### config.mk
export PLATFORM = sky130hd
export DESIGN_NAME = serial_cmd_loader
export DESIGN_NICKNAME = d
export VERILOG_FILES = /design/src/rtl/loader_pkg.sv /design/src/rtl/ldr_frame_rx.sv /design/src/rtl/ldr_exec.sv /design/src/rtl/serial_cmd_loader.sv
export SDC_FILE = /design/constraint.sdc
export NUM_CORES = 1
export LEC_CHECK = 0
export CORE_MARGIN = 2
export CORE_UTILIZATION = 55
export DETAILED_ROUTE_END_ITERATION = 16
export DONT_BUFFER_PORTS = 1
export PLACE_DENSITY = 0.78
export SKIP_CTS_REPAIR_TIMING = 1
export SLEW_MARGIN = 10
export SYNTH_ARGS = -nofsm -noshare
export SYNTH_HDL_FRONTEND = slang
export SYNTH_SLANG_ARGS = --single-unit
### constraint.sdc
create_clock -name clk -period 2.83 [get_ports clk]
set_clock_uncertainty 0.15 [all_clocks]
set_input_delay 0.1415 -clock clk [delete_from_list [all_inputs] [get_ports clk]]
set_output_delay 0.1415 -clock clk [all_outputs]
set_load 0.05 [all_outputs]
### src/rtl/loader_pkg.sv
package loader_pkg;
   localparam int LANES       = 4;
   localparam int WORD_W      = 8 * LANES;
   localparam int CNT_W       = $clog2(LANES);

   typedef enum logic [7:0] {
      CMD_WORD   = 8'h00,
      CMD_SETPTR = 8'h01,
      CMD_RUN    = 8'h02,
      CMD_BYTE   = 8'h03
   } cmd_e;

   typedef enum logic [1:0] {
      RX_CMD,
      RX_DATA,
      RX_EXEC,
      RX_HALT
   } rx_state_e;
endpackage

### src/rtl/ldr_frame_rx.sv
module ldr_frame_rx
   import loader_pkg::*;
(
   input  logic              clk,
   input  logic              rst_n,
   input  logic              in_valid,
   input  logic [7:0]        in_data,
   output logic              in_ready,
   output logic              exec_o,
   output logic [7:0]        cmd_o,
   output logic [WORD_W-1:0] word_o
);
   rx_state_e         state_q;
   logic [CNT_W-1:0]  cnt_q;
   logic [7:0]        cmd_q;
   logic [WORD_W-1:0] shift_q;
   logic              take;

   assign in_ready = (state_q == RX_CMD) || (state_q == RX_DATA);
   assign take     = in_valid && in_ready;
   assign exec_o   = (state_q == RX_EXEC);
   assign cmd_o    = cmd_q;
   assign word_o   = shift_q;

   always_ff @(posedge clk or negedge rst_n) begin
      if (!rst_n) begin
         state_q <= RX_CMD;
         cnt_q   <= '0;
         cmd_q   <= '0;
         shift_q <= '0;
      end else begin
         case (state_q)
            RX_CMD: if (take) begin
               cmd_q   <= in_data;
               cnt_q   <= '0;
               state_q <= RX_DATA;
            end
            RX_DATA: if (take) begin
               shift_q <= {shift_q[WORD_W-9:0], in_data};
               cnt_q   <= cnt_q + 1'b1;
               if (cnt_q == CNT_W'(LANES - 1)) state_q <= RX_EXEC;
            end
            RX_EXEC: state_q <= (cmd_q == CMD_RUN) ? RX_HALT : RX_CMD;
            default: state_q <= RX_HALT;
         endcase
      end
   end
endmodule

### src/rtl/ldr_exec.sv
module ldr_exec
   import loader_pkg::*;
#(
   parameter int          PTR_W          = 32,
   parameter logic [31:0] RUN_ADDR       = 32'h0040_0000,
   parameter bit          BYTE_REPLICATE = 1'b1
)(
   input  logic              clk,
   input  logic              rst_n,
   input  logic              exec_i,
   input  logic [7:0]        cmd_i,
   input  logic [WORD_W-1:0] word_i,
   output logic              wr_en,
   output logic [PTR_W-3:0]  wr_addr,
   output logic [WORD_W-1:0] wr_data,
   output logic [LANES-1:0]  wr_be,
   output logic              start_pulse,
   output logic [31:0]       start_addr,
   output logic              led_on
);
   localparam int OFS_W = $clog2(LANES);

   logic [PTR_W-1:0]  ptr_q;
   logic [WORD_W-1:0] lane_data;
   logic [LANES-1:0]  byte_be;

   for (genvar i = 0; i < LANES; i++) begin : g_lane
      if (BYTE_REPLICATE) begin : g_rep
         assign lane_data[8*i +: 8] = (cmd_i == CMD_BYTE) ? word_i[7:0] : word_i[8*i +: 8];
      end else begin : g_zero
         if (i == 0) begin : g_low
            assign lane_data[7:0] = word_i[7:0];
         end else begin : g_hi
            assign lane_data[8*i +: 8] = (cmd_i == CMD_BYTE) ? 8'h00 : word_i[8*i +: 8];
         end
      end
      assign byte_be[i] = (ptr_q[OFS_W-1:0] == OFS_W'(i));
   end

   always_ff @(posedge clk or negedge rst_n) begin
      if (!rst_n) begin
         ptr_q       <= '0;
         wr_en       <= 1'b0;
         wr_addr     <= '0;
         wr_data     <= '0;
         wr_be       <= '0;
         start_pulse <= 1'b0;
         start_addr  <= '0;
         led_on      <= 1'b0;
      end else begin
         led_on      <= 1'b1;
         wr_en       <= 1'b0;
         start_pulse <= 1'b0;
         if (exec_i) begin
            case (cmd_i)
               CMD_WORD: begin
                  wr_en   <= 1'b1;
                  wr_addr <= ptr_q[PTR_W-1:OFS_W];
                  wr_data <= lane_data;
                  wr_be   <= '1;
                  ptr_q   <= ptr_q + PTR_W'(LANES);
               end
               CMD_SETPTR: ptr_q <= word_i[PTR_W-1:0];
               CMD_BYTE: begin
                  wr_en   <= 1'b1;
                  wr_addr <= ptr_q[PTR_W-1:OFS_W];
                  wr_data <= lane_data;
                  wr_be   <= byte_be;
                  ptr_q   <= ptr_q + 1'b1;
               end
               CMD_RUN: begin
                  start_pulse <= 1'b1;
                  start_addr  <= RUN_ADDR;
               end
               default: ;
            endcase
         end
      end
   end
endmodule

### src/rtl/serial_cmd_loader.sv
module serial_cmd_loader
   import loader_pkg::*;
#(
   parameter int          PTR_W          = 32,
   parameter logic [31:0] RUN_ADDR       = 32'h0040_0000,
   parameter bit          BYTE_REPLICATE = 1'b1
)(
   input  logic             clk,
   input  logic             rst_n,
   input  logic             in_valid,
   input  logic [7:0]       in_data,
   output logic             in_ready,
   output logic             wr_en,
   output logic [PTR_W-3:0] wr_addr,
   output logic [31:0]      wr_data,
   output logic [3:0]       wr_be,
   output logic             start_pulse,
   output logic [31:0]      start_addr,
   output logic             led_on
);
   if (PTR_W < 8 || PTR_W > WORD_W) begin : g_bad_ptr
      $error("serial_cmd_loader: PTR_W must lie in 8..32");
   end
   if (LANES != 4) begin : g_bad_lanes
      $error("serial_cmd_loader: port widths assume four byte lanes");
   end

   logic              exec;
   logic [7:0]        cmd;
   logic [WORD_W-1:0] word;

   ldr_frame_rx u_rx (
      .clk      (clk),
      .rst_n    (rst_n),
      .in_valid (in_valid),
      .in_data  (in_data),
      .in_ready (in_ready),
      .exec_o   (exec),
      .cmd_o    (cmd),
      .word_o   (word)
   );

   ldr_exec #(
      .PTR_W          (PTR_W),
      .RUN_ADDR       (RUN_ADDR),
      .BYTE_REPLICATE (BYTE_REPLICATE)
   ) u_exec (
      .clk         (clk),
      .rst_n       (rst_n),
      .exec_i      (exec),
      .cmd_i       (cmd),
      .word_i      (word),
      .wr_en       (wr_en),
      .wr_addr     (wr_addr),
      .wr_data     (wr_data),
      .wr_be       (wr_be),
      .start_pulse (start_pulse),
      .start_addr  (start_addr),
      .led_on      (led_on)
   );
endmodule

==> results of run 1 <==
cells in the mapped netlist (11+ instances only):
cell        n  area [sq um]
a21oi_1    41           205
buf_4      33           248
nand2_1   160           601
inv_1      17          63.8
o21ai_1    13          65.1
buf_2      11          55.1
mux2_2     40           450
dfrtp_1   146          3650
clkbuf_1   28           105
nor2_1     19          71.3
nand3_1    20           100
nor3_1     12          60.1
and3_1     17           106
nand4_1    16           100
o21ai_0    50           250
sequential cells by signal (all words and copies together), names as in the netlist:
signal,cells
u_exec.ptr_q,32
u_exec.wr_data,32
u_rx.word_o,32
u_exec.wr_addr,30
u_rx.cmd_o,8
u_exec.wr_be,4
u_rx.cnt_q,2
u_rx.state_q,2
u_exec.led_on,1
u_exec.start_addr,1
u_exec.start_pulse,1
u_exec.wr_en,1
cell type report:
type,count,share of cell area (%)
Sequential cell,146,44.6
Tap cell,176,2.69
Inverter,18,0.824
Clock inverter,15,2.01
Clock buffer,17,5.19
Timing Repair Buffer,40,4.09
Multi-Input combinational cell,562,40.6
worst max-delay path by stage:
stage / endpoint / slack [ns] / cells after the start
2_1_floorplan: u_exec.ptr_q[15] / 0.66 / 6
3_3_place_gp: u_exec.ptr_q[3] / 0.43 / 6
6_report: u_exec.ptr_q[11] / 0.30 / 4
3_5_place_dp: u_exec.ptr_q[11] / 0.35 / 4
4_1_cts: u_exec.ptr_q[11] / 0.31 / 4
5_1_grt: u_exec.ptr_q[11] / 0.20 / 4
layer usage:
layer	routed length [microns]	share of wire [%]
met2	9880	47
met4	691	3.3
met5	0	0
met3	1890	9.0
met1	8500	41
where the power goes:
group	switching (W)	internal [W]
sequential	0.00000290	0.00209
combinational	0.0000940	0.00000882
clock	0.000995	0.00125
cells by family (layout without fill, tap and decap cells):
logic type	after synthesis	count (layout)	share of synthesized area [%]
simple gates	302	302	20.5
compound gates	176	176	15.2
flops	146	146	49.6
buf+inv	93	90	6.61
mux	44	44	6.66
fa+ha+maj	7	7	1.19
other cells	2	32	0.102
xor+xnor	1	1	0.119
per-stage QoR:
| step | cell area (sq um) | util [%] | std cells | setup slack [ns] | hold slack, ns |
|---|---|---|---|---|---|
| floorplan | 7470 | - | 801 | 0.660 | -0.304 |
| global placement | 7520 | 57.2 | 933 | 0.430 | -0.299 |
| detailed placement | 7520 | 57.2 | 933 | 0.346 | -0.299 |
| CTS | 8110 | 61.7 | 965 | 0.313 | -0.760 |
| global route | 8200 | 62.4 | 974 | 0.202 | -0.761 |
| finish | 8200 | 62.4 | 974 | 0.300 | -0.750 |
==> results.tsv, run 1 <==
stage	metric	value	unit
run_status	status	finished with violations	
run_status	violations	negative hold slack	
cells_and_area	nNetsFinal	803	
power	finalPower	0.00444	W
job	cap_violations	0	
cts	clk_pin_slew	0.07	ns
grt	met1_usage	40.4	%
cts	cts_sinks	146	
logic_synthesis	synth.avg_cell_area	9.55	sq um
setup_path	rrSetupSlack	0.30	ns
grt	top_usage_layer	met2	
setup_path	max_stage_delay	0.73	ns
grt	grt_use_total	30.0	%
cells_and_area	multi_input_area	3330	sq um
cts	numCtsBuffers	17	
timing	finalSetupViolCount	0	
logic_synthesis	synth-seq-cells	146	
floorplan	start_util	56.0	%
cells_and_area	antenna_cells	0	
timing	final-hold-violation-count	146	
timing	min_period_over_period	89.4	%
logic_synthesis	synth_edf_count	0	
routing	drt_iter0_drc	764	
timing	timing.final.max_slew_violations	0	
cells_and_area	seqCellArea	3650	sq um
setup_path	timing.rr.end	u_exec.ptr_q[11]	
grt	first_global_vias	5834	
logic_synthesis	seq_area_frac_synth	49.6	%
cells_and_area	fillers	1077	
grt	grt_pass1_wl	32800	microns
cells_and_area	layout_commonest_cell	nand2_1	
cells_and_area	drive_gt1_share	14.7	%
setup_path	required	3.00	ns
cts	cts_root_buffer	clkbuf_16	
timing	fin_setup_tns	0	ns
timing	max_slew_margin	54.8	%
timing	layout_min_cycle_time	2.53	ns
place	place.gp.congestion	0.953	
cts	htreeDepth	4	
grt	gr-total-overflow	0	
setup_path	worstSetupPathType	flop to flop	
setup_path	path_cells	or4_1 > a211o_1 > or3_1 > o311ai_1	
cells_and_area	final_cell_mix	160 x nand2_1, 146 x dfrtp_1, 50 x o21ai_0	
floorplan	pin_count	113	
routing	wl	21000	microns
routing	drc_errors	0	
logic_synthesis	async_flop_share	100	%
timing	hold_slack	-0.750	ns
cts	insertion_delay	0.44	ns
setup_path	regToRegStartpoint	u_rx.cmd_o[7]	
routing	ant_nets	0	
setup_path	r2r_cells	4	
routing	dr.pass1.iters	5	
setup_path	critical-path-top-delay-family	simple AND/OR/NAND/NOR gates	
power	total_leakage_power	3.77	nW
floorplan	die_w	120	microns
timing	worstMarginPinSlew	0.675	ns
floorplan	dieArea	14300	sq um
logic_synthesis	synth.distinct_cells	64	
setup_path	critPathCaptureType	flop	
setup_path	path_buf_inv	0	
logic_synthesis	yosysWarnings	0	
logic_synthesis	synth_area	7360	sq um
setup_path	cp_max_fo	11	
floorplan	rows	42	
grt	met2_usage	46.4	%
power	powerDensity	542	nW/um^2
place	place_hpwl	14900	microns
cts	cts_tree	done	
floorplan	core_area	13100	sq um
floorplan	chipHeight	120	microns
cells_and_area	area_delta_synth_final	11.4	%
setup_path	cp-start-kind	flop	
grt	met3_usage	7.79	%
timing	fmax	395	MHz
hold_path	min_path_type	input pin to asynchronous set/reset pin	
setup_path	crit_start	u_rx.cmd_o[7]	
cts	cts_buffer_depth	2	
place	io_buffer_count	0	
logic_synthesis	netlist_instances	771	
power	ir_drop	392	uV
grt	grt_max_degree	147	
logic_synthesis	synthFlopType	dfrtp_1	
setup_path	cpMaxStageDelayCell	or4_1	
setup_path	arrival	2.70	ns
timing	rsz0062_at_grt	false	
routing	vias	6145	
grt	antenna_found_initial	0	
routing	drt-vias-per-instance	6.31	
routing	wl_per_cell	21.5	microns
Power figures use the tool's default switching activity.
==> run 2, diff against run 1 <==
--- a/config.mk
+++ b/config.mk
@@ -5,11 +5,12 @@
 export SDC_FILE = /design/constraint.sdc
 export NUM_CORES = 1
 export LEC_CHECK = 0
+export BUFFER_PORTS_ARGS = -buffer_cell sky130_fd_sc_hd__buf_2
 export CORE_MARGIN = 2
 export CORE_UTILIZATION = 55
 export DETAILED_ROUTE_END_ITERATION = 16
-export DONT_BUFFER_PORTS = 1
-export PLACE_DENSITY = 0.78
+export MAX_ROUTING_LAYER = met4
+export PLACE_DENSITY = 0.86
 export SKIP_CTS_REPAIR_TIMING = 1
 export SLEW_MARGIN = 10
 export SYNTH_ARGS = -nofsm -noshare
==> run 2 against run 1 <==
  * Fmax hardly changed
  * Highest routed layer unchanged
  * The flow now finishes without violations
  * Sequential power hardly changed
  * First-iteration DRC count is 1.2% higher
  * Utilization is 3.3 points higher
  * Critical path depth stayed put
  * Combinational power is 54% higher
  * Via count is 4.7% higher
  * Clock power hardly changed
  * Register-to-register slack hardly changed
  * Total power is 1.1% higher
  * Largest cell class unchanged
  * Wire length is 1.2% lower
  * Sequential cell count stayed put
==> results.tsv, run 2 (same netlist as run 1, synthesis figures left out) <==
stage	metric	value	unit	change
cells_and_area	nNetsFinal	885		+10%
setup_path	regToRegStartpoint	u_rx.cmd_o[7]		
setup_path	timing.rr.end	u_exec.ptr_q[11]		
power	finalPower	0.00449	W	+1.1%
cts	insertion_delay	0.43	ns	about the same
grt	gr-total-overflow	0		unchanged
timing	rsz0062_at_grt	false		
run_status	status	finished clean		
cts	cts_tree	done		
routing	top_layer_used	met4		
setup_path	cp_max_fo	11		unchanged
floorplan	dieArea	14300	sq um	unchanged
floorplan	start_util	56.0	%	unchanged
setup_path	worstSetupPathType	flop to flop		
timing	max_slew_margin	55.2	%	+0.40 points
routing	drc_errors	0		unchanged
timing	fmax	396	MHz	about the same
setup_path	critPathCaptureType	flop		
power	ir_drop	362	uV	-7.9%
cells_and_area	drive_gt1_share	22.3	%	+7.6 points
routing	ant_nets	0		unchanged
routing	dr.pass1.iters	6		+1
grt	grt_use_total	30.6	%	+0.57 points
grt	antenna_found_initial	0		unchanged
timing	hold_slack	0.111	ns	+0.861 ns
grt	grt_max_degree	62		-58%
place	place.gp.congestion	0.993		+4.1%
grt	first_global_vias	5958		+2.1%
power	total_leakage_power	4.21	nW	+12%
cells_and_area	area_delta_synth_final	17.3	%	
routing	met3_length	1770	microns	-6.3%
cells_and_area	fillers	1065		-1.1%
cts	cts_root_buffer	clkbuf_16		
power	powerDensity	520	nW/um^2	-3.9%
setup_path	arrival	2.70	ns	about the same
cts	cts_buffer_depth	2		unchanged
place	place_hpwl	14500	microns	-2.7%
cts	htreeDepth	4		unchanged
floorplan	pin_count	113		unchanged
cts	numCtsBuffers	17		unchanged
timing	worstMarginPinSlew	0.669	ns	-0.00602 ns
setup_path	rrSetupSlack	0.30	ns	about the same
setup_path	r2r_cells	4		unchanged
cells_and_area	final_cell_mix	160 x nand2_1, 146 x dfrtp_1, 80 x buf_2		
floorplan	core_area	13100	sq um	unchanged
cells_and_area	fin_util	65.7	%	+3.3 points
routing	drt-vias-per-instance	6.09		-3.4%
floorplan	chipHeight	120	microns	unchanged
timing	min_period_over_period	89.3	%	about the same
routing	drt_iter0_drc	773		+1.2%
timing	layout_min_cycle_time	2.53	ns	-0.00192 ns
grt	grt_pass1_wl	32600	microns	-0.49%
routing	wl_met2	9650	microns	-2.3%
routing	wl_met1	8490	microns	-0.11%
cells_and_area	layout_commonest_cell	nand2_1		
job	cap_violations	0		unchanged
timing	final-hold-violation-count	0		-100%
cts	clk_pin_slew	0.06	ns	about the same
setup_path	cp-start-kind	flop		
cells_and_area	antenna_cells	0		unchanged
setup_path	required	3.00	ns	about the same
cts	cts_sinks	146		unchanged
routing	wl_per_cell	19.6	microns	-8.9%
floorplan	die_w	120	microns	unchanged
hold_path	min_path_type	input pin to asynchronous set/reset pin		
timing	fin_setup_tns	0	ns	unchanged
routing	wl	20700	microns	-1.2%
timing	timing.final.max_slew_violations	0		unchanged
floorplan	rows	42		unchanged
routing	vias	6433		+4.7%
place	io_buffer_count	81		+81
timing	finalSetupViolCount	0		unchanged
## run 2: cell types whose count changed in the layout (fill, tap and decap cells not counted), sizes merged
cell / before / now
clkinv: 5 / 4
inv: 26 / 20
clkbuf: 17 / 21
dlygate4sd3: 9 / 10
buf: 31 / 112
bufinv: 1 / 2
clkinvlp: 1 / 3
## run 2: critical path, stage by stage (launching register included)
cell and delay (ns):
dfrtp_1 0.39, or4_1 0.74, a211o_1 0.44, or3_1 0.43, o311ai_1 0.26
## run 2: final cells by class
class / instances / area, sq um / share of cell area, %
sequential: 146 / 3650 / 42.3
multi-input combinational: 562 / 3330 / 38.6
timing repair buffer: 122 / 769 / 8.92
clock buffer: 21 / 460 / 5.33
tap: 176 / 220 / 2.55
clock inverter: 11 / 128 / 1.48
inverter: 18 / 67.6 / 0.783
## run 2: layer usage
metal / global-route usage [%] / vias to the layer above
met1: 42.0 / 3094
li1: - / 2894
met4: 12.3 / 0
met3: 6.32 / 64
met2: 45.0 / 381
met5: - / -
## run 2: power breakdown
part	internal, W	switching [W]
registers	0.00209	0.000000136
logic	0.0000203	0.000139
clock network	0.00135	0.000893
## run 2: worst max-delay path by stage
stage               startpoint                to  slack [ns]  cells past startpoint
6_report         u_rx.cmd_o[7]  u_exec.ptr_q[11]        0.30                      4
5_1_grt          u_rx.cmd_o[7]   u_exec.ptr_q[4]         0.1                      5
4_1_cts          u_rx.cmd_o[7]  u_exec.ptr_q[11]        0.31                      4
3_5_place_dp     u_rx.cmd_o[7]  u_exec.ptr_q[11]        0.33                      4
3_3_place_gp     u_rx.cmd_o[7]   u_exec.ptr_q[9]        0.38                      4
2_1_floorplan  u_rx.state_q[0]  u_exec.ptr_q[15]        0.66                      6
## run 2: stage by stage
step                worst slack (ns)  area [sq um]  std cells
finish                         0.302          8630       1056
global route                  0.0992          8630       1056
CTS                            0.311          8530       1046
detailed placement             0.328          7940       1014
global placement               0.383          7940       1014
floorplan                      0.660          7470        801
